===== config.mk =====
export PLATFORM = sky130hd
export DESIGN_NAME = trs_timing_flags
export DESIGN_NICKNAME = d
export VERILOG_FILES = /design/src/rtl/trs_flags_pkg.sv /design/src/rtl/trs_delay_line.sv /design/src/rtl/trs_detect.sv /design/src/rtl/trs_hblank.sv /design/src/rtl/trs_timing_flags.sv
export SDC_FILE = /design/constraint.sdc
export NUM_CORES = 1
export LEC_CHECK = 0
export ABC_CLOCK_PERIOD_IN_PS = 2150
export BUFFER_PORTS_ARGS = -buffer_cell sky130_fd_sc_hd__buf_2
export CORE_MARGIN = 5
export CORE_UTILIZATION = 45
export CTS_CLUSTER_SIZE = 28
export DETAILED_ROUTE_END_ITERATION = 16
export GPL_ROUTABILITY_DRIVEN = 0
export PLACE_DENSITY = 0.71
export SLEW_MARGIN = 20
export SYNTH_ARGS = -nofsm -noshare
export SYNTH_HDL_FRONTEND = slang
export SYNTH_SLANG_ARGS = --single-unit
export TNS_END_PERCENT = 20

===== constraint.sdc =====
create_clock -name clk -period 2.15 [get_ports clk]
set_input_delay 0.43 -clock clk [delete_from_list [all_inputs] [get_ports clk]]
set_output_delay 0.43 -clock clk [all_outputs]
set_load 0.01 [all_outputs]

===== src/rtl/trs_flags_pkg.sv =====
package trs_flags_pkg;

    localparam int VID_W    = 10;
    localparam int MARK_BIT = VID_W - 1;

    typedef logic [VID_W-1:0] vid_word_t;

    localparam vid_word_t WORD_ONES = '1;
    localparam vid_word_t WORD_ZERO = '0;

    typedef struct packed {
        logic f;
        logic v;
        logic h;
    } trs_flags_t;

    typedef enum logic [1:0] {
        TRS_NONE = 2'd0,
        TRS_EAV  = 2'd1,
        TRS_SAV  = 2'd2
    } trs_kind_t;

    // upper four bits of a flag word: {mark, f, v, h}
    function automatic trs_flags_t decode_xyz(input logic [3:0] hi);
        trs_flags_t r;
        r.f = hi[2];
        r.v = hi[1];
        r.h = hi[0];
        return r;
    endfunction

    function automatic trs_kind_t classify(input logic hdr_ok, input logic [3:0] hi);
        if (!hdr_ok || !hi[3]) return TRS_NONE;
        return hi[0] ? TRS_EAV : TRS_SAV;
    endfunction

endpackage


===== src/rtl/trs_delay_line.sv =====
module trs_delay_line
    import trs_flags_pkg::*;
#(
    parameter int TRS_LEN = 4
) (
    input  logic                       clk,
    input  logic                       rst,
    input  logic                       en,
    input  vid_word_t                  din,
    output vid_word_t [TRS_LEN-1:0]    taps
);

    vid_word_t stage_q [TRS_LEN];

    always_ff @(posedge clk) begin
        if (rst) begin
            for (int i = 0; i < TRS_LEN; i++) stage_q[i] <= WORD_ZERO;
        end else if (en) begin
            stage_q[0] <= din;
            for (int i = 1; i < TRS_LEN; i++) stage_q[i] <= stage_q[i-1];
        end
    end

    generate
        for (genvar g = 0; g < TRS_LEN; g++) begin : g_tap
            assign taps[g] = stage_q[g];
        end
    endgenerate

endmodule


===== src/rtl/trs_detect.sv =====
module trs_detect
    import trs_flags_pkg::*;
#(
    parameter int TRS_LEN = 4
) (
    input  logic                       en,
    input  logic [3:0]                 xyz_hi,
    input  vid_word_t [TRS_LEN-2:0]    hdr,
    output trs_kind_t                  kind,
    output trs_flags_t                 flags
);

    localparam int HDR_N = TRS_LEN - 1;

    logic [HDR_N-1:0] hdr_ok;

    // oldest header word must be all ones, the rest all zeros
    generate
        for (genvar k = 0; k < HDR_N; k++) begin : g_hdr
            if (k == HDR_N - 1) begin : g_ones
                assign hdr_ok[k] = (hdr[k] == WORD_ONES);
            end else begin : g_zero
                assign hdr_ok[k] = (hdr[k] == WORD_ZERO);
            end
        end
    endgenerate

    always_comb begin
        flags = decode_xyz(xyz_hi);
        kind  = classify(en && (&hdr_ok), xyz_hi);
    end

endmodule


===== src/rtl/trs_hblank.sv =====
module trs_hblank
    import trs_flags_pkg::*;
#(
    parameter int TRS_LEN = 4
) (
    input  logic      clk,
    input  logic      rst,
    input  logic      en,
    input  trs_kind_t kind,
    output logic      h_span,
    output logic      ld_n
);

    localparam int CNT_W = $clog2(TRS_LEN + 1);
    typedef logic [CNT_W-1:0] cnt_t;

    localparam cnt_t CNT_LOAD   = cnt_t'(TRS_LEN);
    localparam cnt_t CNT_STROBE = cnt_t'(2);
    localparam cnt_t CNT_FALL   = cnt_t'(1);

    cnt_t cnt_q;
    logic span_q;
    logic ld_n_q;
    logic fall;
    logic rise;

    assign fall = en && (cnt_q == CNT_FALL);
    assign rise = (kind == TRS_EAV);

    always_ff @(posedge clk) begin
        if (rst) begin
            cnt_q  <= '0;
            span_q <= 1'b0;
            ld_n_q <= 1'b1;
        end else begin
            ld_n_q <= !(en && (cnt_q == CNT_STROBE));
            if (kind == TRS_SAV)       cnt_q <= CNT_LOAD;
            else if (kind == TRS_EAV)  cnt_q <= '0;
            else if (en && cnt_q != '0) cnt_q <= cnt_q - cnt_t'(1);
            if (rise)      span_q <= 1'b1;
            else if (fall) span_q <= 1'b0;
        end
    end

    assign h_span = span_q;
    assign ld_n   = ld_n_q;

endmodule


===== src/rtl/trs_timing_flags.sv =====
module trs_timing_flags
    import trs_flags_pkg::*;
#(
    parameter int TRS_LEN = 4
) (
    input  logic        clk,
    input  logic        rst,
    input  logic        vid_en,
    input  logic [9:0]  vid_in,
    input  logic        hmode,
    output logic [9:0]  vid_out,
    output logic        f_out,
    output logic        v_out,
    output logic        h_out,
    output logic        fifo_ld_n
);

    vid_word_t [TRS_LEN-1:0] taps;
    trs_kind_t               kind;
    trs_flags_t              xyz_flags;
    trs_flags_t              flags_q;
    logic                    h_span;

    trs_delay_line #(.TRS_LEN(TRS_LEN)) u_delay (
        .clk  (clk),
        .rst  (rst),
        .en   (vid_en),
        .din  (vid_in),
        .taps (taps)
    );

    trs_detect #(.TRS_LEN(TRS_LEN)) u_detect (
        .en     (vid_en),
        .xyz_hi (vid_in[MARK_BIT -: 4]),
        .hdr    (taps[TRS_LEN-2:0]),
        .kind   (kind),
        .flags  (xyz_flags)
    );

    trs_hblank #(.TRS_LEN(TRS_LEN)) u_hblank (
        .clk    (clk),
        .rst    (rst),
        .en     (vid_en),
        .kind   (kind),
        .h_span (h_span),
        .ld_n   (fifo_ld_n)
    );

    always_ff @(posedge clk) begin
        if (rst)                   flags_q <= '0;
        else if (kind != TRS_NONE) flags_q <= xyz_flags;
    end

    assign vid_out = taps[TRS_LEN-1];
    assign f_out   = flags_q.f;
    assign v_out   = flags_q.v;
    assign h_out   = hmode ? flags_q.h : h_span;

endmodule


==> impl_metrics.env, run 1 <==
export IMPL_place_detailed_hpwl_mm=2.059
export IMPL_gr_max_usage_layer="met2"
export IMPL_setup_viol=0
export IMPL_wl_mm=2.956
export IMPL_tns_ns=0
export IMPL_ys_warn_count=0
export IMPL_yosysTopAreaCellShare_pct=58.25
export IMPL_num_vias=1110
export IMPL_grt_pass1_vias=1121
export IMPL_fin_crit_sh_pct=78.75
export IMPL_track_usage_pct=10.53
export IMPL_rows=24
export IMPL_insertion_delay_ns=0.30
export IMPL_drive_above_1_share_pct=26.74
export IMPL_die_h_um=77.69
export IMPL_r2r_start="u_delay.stage_q[0][3]"
export IMPL_required_ns=2.34
export IMPL_root_buffer="clkbuf_8"
export IMPL_die_w_um=77.69
export IMPL_final_common_cell="edfxtp_1"
export IMPL_drt_first_pass_iters=4
export IMPL_layout_common_cells="edfxtp_1 (40), and2_1 (39), buf_2 (27), dfxtp_1 (8), clkbuf_8 (5)"
export IMPL_power_density_mw_per_mm2=819.9
export IMPL_status="complete, no violations"
export IMPL_synthTopCellsByArea="edfxtp_1 (58%), and2_1 (12%), dfxtp_1 (7.8%), buf_4 (3.6%), ha_1 (2.4%)"
export IMPL_end_kind="flop"
export IMPL_yosysTopAreaCell="edfxtp_1"
export IMPL_cp_start_kind="flop"
export IMPL_reg2reg_to="u_hblank.cnt_q[2]"
export IMPL_cts_sinks=48
export IMPL_r2r_slack_ns=0.46
export IMPL_antenna_found_initial=0
export IMPL_die_area_sq_mm=0.006036
export IMPL_clock_skew_ns=0.004981
export IMPL_ioPinCount=28
export IMPL_synth_avg_cell_area_sq_um=13.75
export IMPL_hold_end="f_out"
export IMPL_ys_ff_latch=48
export IMPL_synth_seq_area_share_pct=66.02
export IMPL_placed_cell_area_sq_mm=0.002203
export IMPL_grt_ovfl_total=0
export IMPL_min_path_cells=3
export IMPL_crit_arrival_ns=1.88
export IMPL_initial_core_util_pct=46.71
export IMPL_area_delta_synth_final_pct=10.80
export IMPL_grt_pass1_wl_mm=4.919
export IMPL_period_needed_ns=1.693
export IMPL_core_area_sq_mm=0.004414
export IMPL_hold_viol=0
export IMPL_min_from="vid_in[8]"
export IMPL_gr_usage_met1_pct=11.35
export IMPL_crit_fanout=3
export IMPL_hold_buffers=0
export IMPL_ys_flop_type="edfxtp_1"
export IMPL_gr_usage_met3_pct=3.704
export IMPL_antenna_left=0
export IMPL_cp_startpoint="u_delay.stage_q[0][3]"
export IMPL_clockBufferDepth=2
export IMPL_vdd_drop_max_v=0.0004580
export IMPL_r2r_cells=4
export IMPL_clkSlewWorstSetupHoldPaths_ns=0.08
export IMPL_use_met2_pct=17.95
export IMPL_synth_fp_nets=168
export IMPL_antenna_cells=0
export IMPL_syn_area_sq_mm=0.002062
export IMPL_drc=0
export IMPL_h_tree_depth=2
export IMPL_post_drt_wl_per_cell_um=13.20
export IMPL_finalNetCount=190
export IMPL_synth_edf_count=40
export IMPL_io_buffer_count=27
export IMPL_cts_setup_buffers=0
export IMPL_fmax_mhz=590.6
export IMPL_cts_tree="done"
export IMPL_slew_headroom_pct=74.11
export IMPL_drt_iter0_markers=59
export IMPL_grt_start_max_net_pins=40
export IMPL_maxCapViolCount=0
export IMPL_cts_made_buffers=5
export IMPL_cts_resized=0
export IMPL_synth_cell_type_count=24
export IMPL_tightest_slew_ns=0.3843
export IMPL_rsz0062_at_grt="false"
export IMPL_hp_class="input pin to flop"
export IMPL_p_leak_nw=0.9318
export IMPL_async_reset_ff_share_pct=0
export IMPL_synth_cells=150
export IMPL_path_class="flop to flop"
export IMPL_final_cell_area_sq_mm=0.002285
export IMPL_avgViaCountPerCell=4.955
export IMPL_slew_viol_final=0
## worst max-delay path, stage by stage (launching register included)
cell,delay [ns]
edfxtp_1,0.41
nor4_1,0.32
nand4_1,0.21
nor4_4,0.26
mux2_2,0.38
## cells in the mapped netlist, drive strengths merged, types with 3 or more instances
cell type / instances
o21ai: 3
nor4: 4
inv: 4
mux2i: 3
dfxtp: 8
and2: 40
edfxtp: 40
nor2: 4
nor2b: 3
clkbuf: 5
buf: 10
ha: 4
nand2b: 4
mux2: 4
nand4: 4
## cell type report
class	instances	area, sq um
flip-flops and latches	48	1361
inverters	4	15.01
clock inverters	2	12.51
repair buffers	30	170.2
clock buffers	5	68.82
multi-input cells	83	591.8
fillers	386	2130
well taps	52	65.06
## metrics by stage
| stage | power (mW) | worst slack (ns) | util (%) | cells | hold slack, ns |
|---|---|---|---|---|---|
| after global placement | 1.360 | 0.4905 | 49.92 | 217 | 0.4561 |
| after global routing | 1.965 | 0.3202 | 51.76 | 224 | 0.3904 |
| after detailed placement | 1.383 | 0.4341 | 49.92 | 217 | 0.4712 |
| after floorplan | 1.319 | 0.4677 | - | 150 | 0.4566 |
| final | 1.873 | 0.4569 | 51.76 | 224 | 0.3955 |
| after CTS | 1.895 | 0.4631 | 51.76 | 224 | 0.3890 |
## how the worst max path moves through the flow
stage / end / slack (ns) / depth (start not counted)
after global placement: flags_q[0] / 0.49 / 5
after global routing: u_hblank.cnt_q[2] / 0.32 / 4
after floorplan: flags_q[0] / 0.47 / 4
final: u_hblank.cnt_q[2] / 0.46 / 4
after detailed placement: u_hblank.cnt_q[2] / 0.43 / 5
after CTS: u_hblank.cnt_q[2] / 0.46 / 4
## routing by layer
metal	part of all wire, %	vias up
li1	-	553
met1	40	519
met2	51	30
met3	6.4	8
met4	2.5	0
met5	0	-
## sequential cells by signal, indices dropped and copies added (netlist names)
name             cells
u_delay.stage_q     40
u_hblank.cnt_q       3
f_out                1
flags_q              1
u_hblank.h_span      1
u_hblank.ld_n        1
v_out                1
## cells by family (layout without fill, tap and decap cells)
group	Yosys count	count (layout)	share of synthesized area, %
simple gates	67	67	21.06
xor+xnor	1	1	0.4248
mux	7	7	3.641
buf+inv	19	41	5.279
fa+ha+maj	4	4	2.427
flops	48	48	66.02
compound gates	4	4	1.153
## report_power, final
group          leakage, nW  switching (mW)  internal (mW)
logic                0.387           0.130          0.113
registers            0.505          0.0368           1.08
clock network       0.0400           0.289          0.220
total                0.932           0.456           1.42
(Power assumes the default switching activity.)
==> inputs of run 2 (changes only) <==
--- a/config.mk
+++ b/config.mk
@@ -5,7 +5,7 @@
 export SDC_FILE = /design/constraint.sdc
 export NUM_CORES = 1
 export LEC_CHECK = 0
-export ABC_CLOCK_PERIOD_IN_PS = 2150
+export ABC_CLOCK_PERIOD_IN_PS = 1750
 export BUFFER_PORTS_ARGS = -buffer_cell sky130_fd_sc_hd__buf_2
 export CORE_MARGIN = 5
 export CORE_UTILIZATION = 45
==> constraint.sdc (replaced) <==
create_clock -name clk -period 1.75 [get_ports clk]
set_input_delay 0.35 -clock clk [delete_from_list [all_inputs] [get_ports clk]]
set_output_delay 0.35 -clock clk [all_outputs]
set_load 0.01 [all_outputs]
==> run 2 against run 1 <==
Critical path depth unchanged. Cell area hardly changed. Setup slack worse by 0.37 ns. Core utilization is essentially flat. Clock power is 30% higher. Fmax up 1.5%. Cell count rose by 0.45%. Via count fell by 2.3%. Clock-buffer cell count unchanged. Critical path type unchanged. Largest cell class unchanged.
==> impl_metrics.env, run 2 (synthesis results as in run 1) <==
export IMPL_status="complete, no violations"
export IMPL_grt_pass1_wl_mm=5.037
export IMPL_die_w_um=77.69
export IMPL_power_density_mw_per_mm2=1019
export IMPL_setup_viol=0
export IMPL_pre_cts_slack_ns=0.1067
export IMPL_antenna_left=0
export IMPL_multi_input_area_sq_um=591.8
export IMPL_grt_start_max_net_pins=41
export IMPL_end_kind="flop"
export IMPL_antenna_cells=0
export IMPL_root_buffer="clkbuf_8"
export IMPL_vdd_drop_max_v=0.0005171
export IMPL_p_leak_nw=0.9269
export IMPL_clock_skew_ns=0.006374
export IMPL_io_buffer_count=27
export IMPL_h_tree_depth=2
export IMPL_rsz0062_at_grt="true"
export IMPL_drc=0
export IMPL_layout_common_cells="edfxtp_1 (40), and2_1 (39), buf_2 (27), dfxtp_1 (8), clkbuf_8 (5)"
export IMPL_final_cells=225
export IMPL_crit_arrival_ns=1.86
export IMPL_largest_reg_flops=40
export IMPL_slew_headroom_pct=39.79
export IMPL_tns_ns=0
export IMPL_hold_viol=0
export IMPL_reg_top3="u_delay.stage_q x40, u_hblank.cnt_q x3"
export IMPL_fin_util_pct=51.73
export IMPL_area_delta_synth_final_pct=10.74
export IMPL_clockBufferDepth=2
export IMPL_cts_tree="done"
export IMPL_num_vias=1085
export IMPL_antenna_found_initial=0
export IMPL_largest_register="u_delay.stage_q"
export IMPL_crit_fanout=3
export IMPL_initial_core_util_pct=46.71
export IMPL_grt_pass1_vias=1144
export IMPL_layout_area_seq_sq_mm=0.001361
export IMPL_place_detailed_hpwl_mm=2.090
export IMPL_dp_cells=217
export IMPL_cts_setup_buffers=0
export IMPL_insertion_delay_ns=0.30
export IMPL_rows=24
export IMPL_period_needed_ns=1.667
export IMPL_avgViaCountPerCell=4.822
export IMPL_whs_ns=0.3188
export IMPL_maxCapViolCount=0
export IMPL_power_mw=2.327
export IMPL_final_common_cell="edfxtp_1"
export IMPL_core_area_sq_mm=0.004414
export IMPL_tightest_slew_ns=0.9031
export IMPL_cts_sinks=48
export IMPL_post_drt_wl_per_cell_um=13.41
export IMPL_wl_mm=3.018
export IMPL_hold_buffers=0
export IMPL_die_h_um=77.69
export IMPL_hp_class="input pin to flop"
export IMPL_finalNetCount=190
export IMPL_drt_first_pass_iters=4
export IMPL_timing_final_ws_setup_ns=0.08260
export IMPL_cp_start_kind="flop"
export IMPL_grt_ovfl_total=0
export IMPL_die_area_sq_mm=0.006036
export IMPL_cts_made_buffers=5
export IMPL_ioPinCount=28
export IMPL_fin_crit_sh_pct=95.28
export IMPL_drt_iter0_markers=61
export IMPL_track_usage_pct=10.66
export IMPL_required_ns=1.95
export IMPL_drive_above_1_share_pct=27.17
export IMPL_cts_resized=0
export IMPL_placed_cell_area_sq_mm=0.002191
export IMPL_fmax_mhz=599.7
export IMPL_clkSlewWorstSetupHoldPaths_ns=0.09
export IMPL_final_cell_area_sq_mm=0.002283
export IMPL_path_class="flop to flop"
export IMPL_num_fill_cells=386
export IMPL_slew_viol_final=0
==> run 2: cell types whose count changed in the layout (fill, tap and decap cells not counted), sizes merged <==
cell / previous run / this run
clkinvlp: 1 / 2
==> run 2: worst paths after layout <==
check / slack (ns) / endpoint / depth (start not counted) / start
setup / recovery: 0.08 / flags_q[0] / 4 / u_delay.stage_q[0][3]
hold / removal: 0.32 / u_delay.stage_q[0][1] / 2 / vid_in[1]
setup reg to reg: 0.08 / flags_q[0] / 4 / u_delay.stage_q[0][3]
hold reg to reg: 0.48 / v_out / 2 / v_out
==> run 2: layout make-up <==
class                      count  share of cell area, %
tap                           52                  2.849
inverter                       4                 0.6575
timing repair buffer          30                  6.904
clock inverter                 3                  1.041
sequential                    48                  59.62
clock buffer                   5                  3.014
multi-input combinational     83                  25.92
==> run 2: worst max-delay path, cell delays in order, from the launching register on <==
cell and delay (ns):
edfxtp_1 0.39, nor4_1 0.36, nand4_1 0.21, nor4_4 0.24, mux2_2 0.37
==> run 2: where the power goes <==
| part | internal, mW | switching, mW |
|---|---|---|
| clock network | 0.283 | 0.380 |
| registers | 1.33 | 0.0437 |
| logic | 0.133 | 0.154 |
==> run 2: per-layer routing <==
layer  up-vias  global-route usage, %  wire [um]
met3         6                  4.051        198
met5         -                      0          0
met2        26                  18.61       1529
met1       502                  11.39       1233
li1        551                      -          -
met4         0                  4.639         57
==> inputs of run 3 (changes only) <==
--- a/config.mk
+++ b/config.mk
@@ -16,5 +16,6 @@
 export SLEW_MARGIN = 20
 export SYNTH_ARGS = -nofsm -noshare
 export SYNTH_HDL_FRONTEND = slang
+export SYNTH_HIERARCHICAL = 1
 export SYNTH_SLANG_ARGS = --single-unit
 export TNS_END_PERCENT = 20
==> run 3 against run 2 <==
Largest cell class unchanged. Die area grew 4.6%. Sequential power shrank 4%. Fmax shrank 25%. Critical endpoint is now u_hblank/cnt_q[2]. Global-route usage grew 1.8 points. The run now ends with setup timing left. First-iteration DRC count grew 80%.
==> impl_metrics.env, run 3 <==
export IMPL_syn_area_sq_mm=0.002172
export IMPL_wl_met1_mm=1.587
export IMPL_slowest_stage="or4_4"
export IMPL_track_usage_pct=12.49
export IMPL_power_mw=2.223
export IMPL_cts_sinks=48
export IMPL_cts_made_buffers=5
export IMPL_slew_viol_final=0
export IMPL_rows=25
export IMPL_path_cells="nand4bb_1 > or4_4 > nor3_4 > inv_1 > ha_2 > a211o_1 > a311oi_2"
export IMPL_grt_pass1_wl_mm=6.078
export IMPL_antenna_found_initial=0
export IMPL_status="complete, but fails checks"
export IMPL_setup_viol=7
export IMPL_hold_buffers=0
export IMPL_wl_mm=3.638
export IMPL_grt_pass1_vias=1356
export IMPL_cts_tree="done"
export IMPL_reg_top3="u_delay/stage_q x40, u_hblank/cnt_q x3"
export IMPL_num_vias=1287
export IMPL_insertion_delay_ns=0.29
export IMPL_clock_skew_ns=0.006107
export IMPL_wl_met2_mm=1.796
export IMPL_yosysTopAreaCellShare_pct=55.30
export IMPL_power_density_mw_per_mm2=859.3
export IMPL_synthMostInstantiatedCell="edfxtp_1"
export IMPL_period_needed_ns=2.215
export IMPL_place_detailed_hpwl_mm=2.474
export IMPL_worstPathBufferInverterCount=1
export IMPL_vdd_drop_max_v=0.0004298
export IMPL_ys_ff_latch=48
export IMPL_final_common_cell="edfxtp_1"
export IMPL_layout_common_cells="edfxtp_1 (40), and3b_1 (32), buf_2 (27)"
export IMPL_synth_edf_count=40
export IMPL_crit_fanout=3
export IMPL_synth_cell_type_count=31
export IMPL_drc=0
export IMPL_clockBufferDepth=2
export IMPL_largest_register="u_delay/stage_q"
export IMPL_hp_class="input pin to flop"
export IMPL_synth_seq_area_share_pct=62.67
export IMPL_die_h_um=79.48
export IMPL_required_ns=1.96
export IMPL_grt_ovfl_total=0
export IMPL_grt_start_max_net_pins=48
export IMPL_clkSlewWorstSetupHoldPaths_ns=0.08
export IMPL_antenna_cells=0
export IMPL_violations="setup timing"
export IMPL_ioPinCount=28
export IMPL_end_kind="flop"
export IMPL_slowest_delay_ns=0.57
export IMPL_largest_reg_flops=40
export IMPL_async_reset_ff_share_pct=0
export IMPL_yosysTopAreaCell="edfxtp_1"
export IMPL_core_area_sq_mm=0.004692
export IMPL_fin_crit_sh_pct=126.6
export IMPL_drt_first_pass_iters=4
export IMPL_synthTopCellsByArea="edfxtp_1 (55%), and3b_1 (13%), dfxtp_1 (7.4%), and3b_2 (3.7%), ha_1 (3.5%)"
export IMPL_tightest_slew_ns=0.3572
export IMPL_ys_flop_type="edfxtp_1"
export IMPL_wl_met3_um=189
export IMPL_hold_viol=0
export IMPL_cpLargestDelayFamily="simple AND/OR/NAND/NOR gates"
export IMPL_netlist_top_cells_count="edfxtp_1 (40), and3b_1 (32)"
export IMPL_initial_core_util_pct=46.29
export IMPL_die_area_sq_mm=0.006316
export IMPL_synth_avg_cell_area_sq_um=14.01
export IMPL_top_layer="met4"
export IMPL_path_class="flop to flop"
export IMPL_root_buffer="clkbuf_8"
export IMPL_area_delta_synth_final_pct=19.12
export IMPL_io_buffer_count=27
export IMPL_drt_iter0_markers=110
export IMPL_fmax_mhz=451.4
export IMPL_synth_fp_nets=175
export IMPL_maxCapViolCount=0
export IMPL_ys_warn_count=6
export IMPL_p_leak_nw=1.169
export IMPL_h_tree_depth=2
export IMPL_antenna_left=0
export IMPL_drive_above_1_share_pct=34.55
export IMPL_avgViaCountPerCell=5.253
export IMPL_tns_ns=-2.758
export IMPL_finalNetCount=210
export IMPL_timing_final_ws_setup_ns=-0.4652
export IMPL_crit_arrival_ns=2.42
export IMPL_rsz0062_at_grt="true"
export IMPL_cp_start_kind="flop"
export IMPL_synth_cells=155
export IMPL_post_drt_wl_per_cell_um=14.85
export IMPL_die_w_um=79.48
export IMPL_slew_headroom_pct=76.19
-- run 3: stage by stage --
step	utilization (%)	worst slack (ns)	instances	cell area, sq um	hold slack, ns
6_report	55.15	-0.4652	245	2587	0.3268
2_1_floorplan	-	-0.3494	155	2207	0.4191
5_1_grt	55.15	-0.5806	245	2587	0.3364
4_1_cts	54.77	-0.4215	244	2570	0.3251
3_3_place_gp	51.41	-0.3758	232	2412	0.4740
3_5_place_dp	51.41	-0.4726	232	2412	0.4853
-- run 3: what timing repair did --
item / 4_1_cts / 5_1_grt
resized for setup: 5 / 2
pin swaps: 9 / 5
endpoints found under the setup margin: 7 / 7
setup buffers: 4 / 1
-- run 3: worst paths after layout --
| path | end | startpoint | cells past startpoint | slack, ns |
|---|---|---|---|---|
| worst min-delay path | f_out | vid_in[8] | 3 | 0.33 |
| worst min register to register | u_hblank/h_span | u_hblank/h_span | 2 | 0.50 |
| worst max-delay path | u_hblank/cnt_q[2] | u_delay/stage_q[0][19] | 7 | -0.47 |
| worst max register to register | u_hblank/cnt_q[2] | u_delay/stage_q[0][19] | 7 | -0.47 |
-- run 3: where the power goes --
group          leakage (nW)  switching (mW)  internal [mW]
Sequential            0.504          0.0280           1.30
Clock                0.0532           0.336          0.416
Combinational         0.611          0.0753         0.0641
Total                  1.17           0.439           1.78
-- run 3: per-layer routing --
layer | GRT usage [%] | vias up
met5 | 0 | -
met4 | 4.639 | 0
met3 | 3.950 | 8
met2 | 21.70 | 36
met1 | 14.31 | 591
li1 | - | 652
-- run 3: layout make-up --
| type | count | area, sq um |
|---|---|---|
| Fill cell | 385 | 2105 |
| Sequential cell | 48 | 1361 |
| Multi-Input combinational cell | 88 | 773.2 |
| Timing Repair Buffer | 39 | 249.0 |
| Clock buffer | 5 | 68.82 |
| Tap cell | 54 | 67.56 |
| Clock inverter | 3 | 37.54 |
| Inverter | 8 | 30.03 |
-- run 3: cell families after synthesis --
group                    share of synthesized area [%]
flip-flops                                       62.67
adder cells (fa/ha/maj)                          3.456
multiplexers                                    0.5184
AO/OA/AOI/OAI                                    3.687
AND/OR/NAND/NOR                                  25.40
buffers and inverters                            4.263
-- run 3: worst min-delay path, delay by kind of cell --
family / cells / cell delay (ns)
compound gates: 2 / 0.12
buf+inv: 1 / 0.10
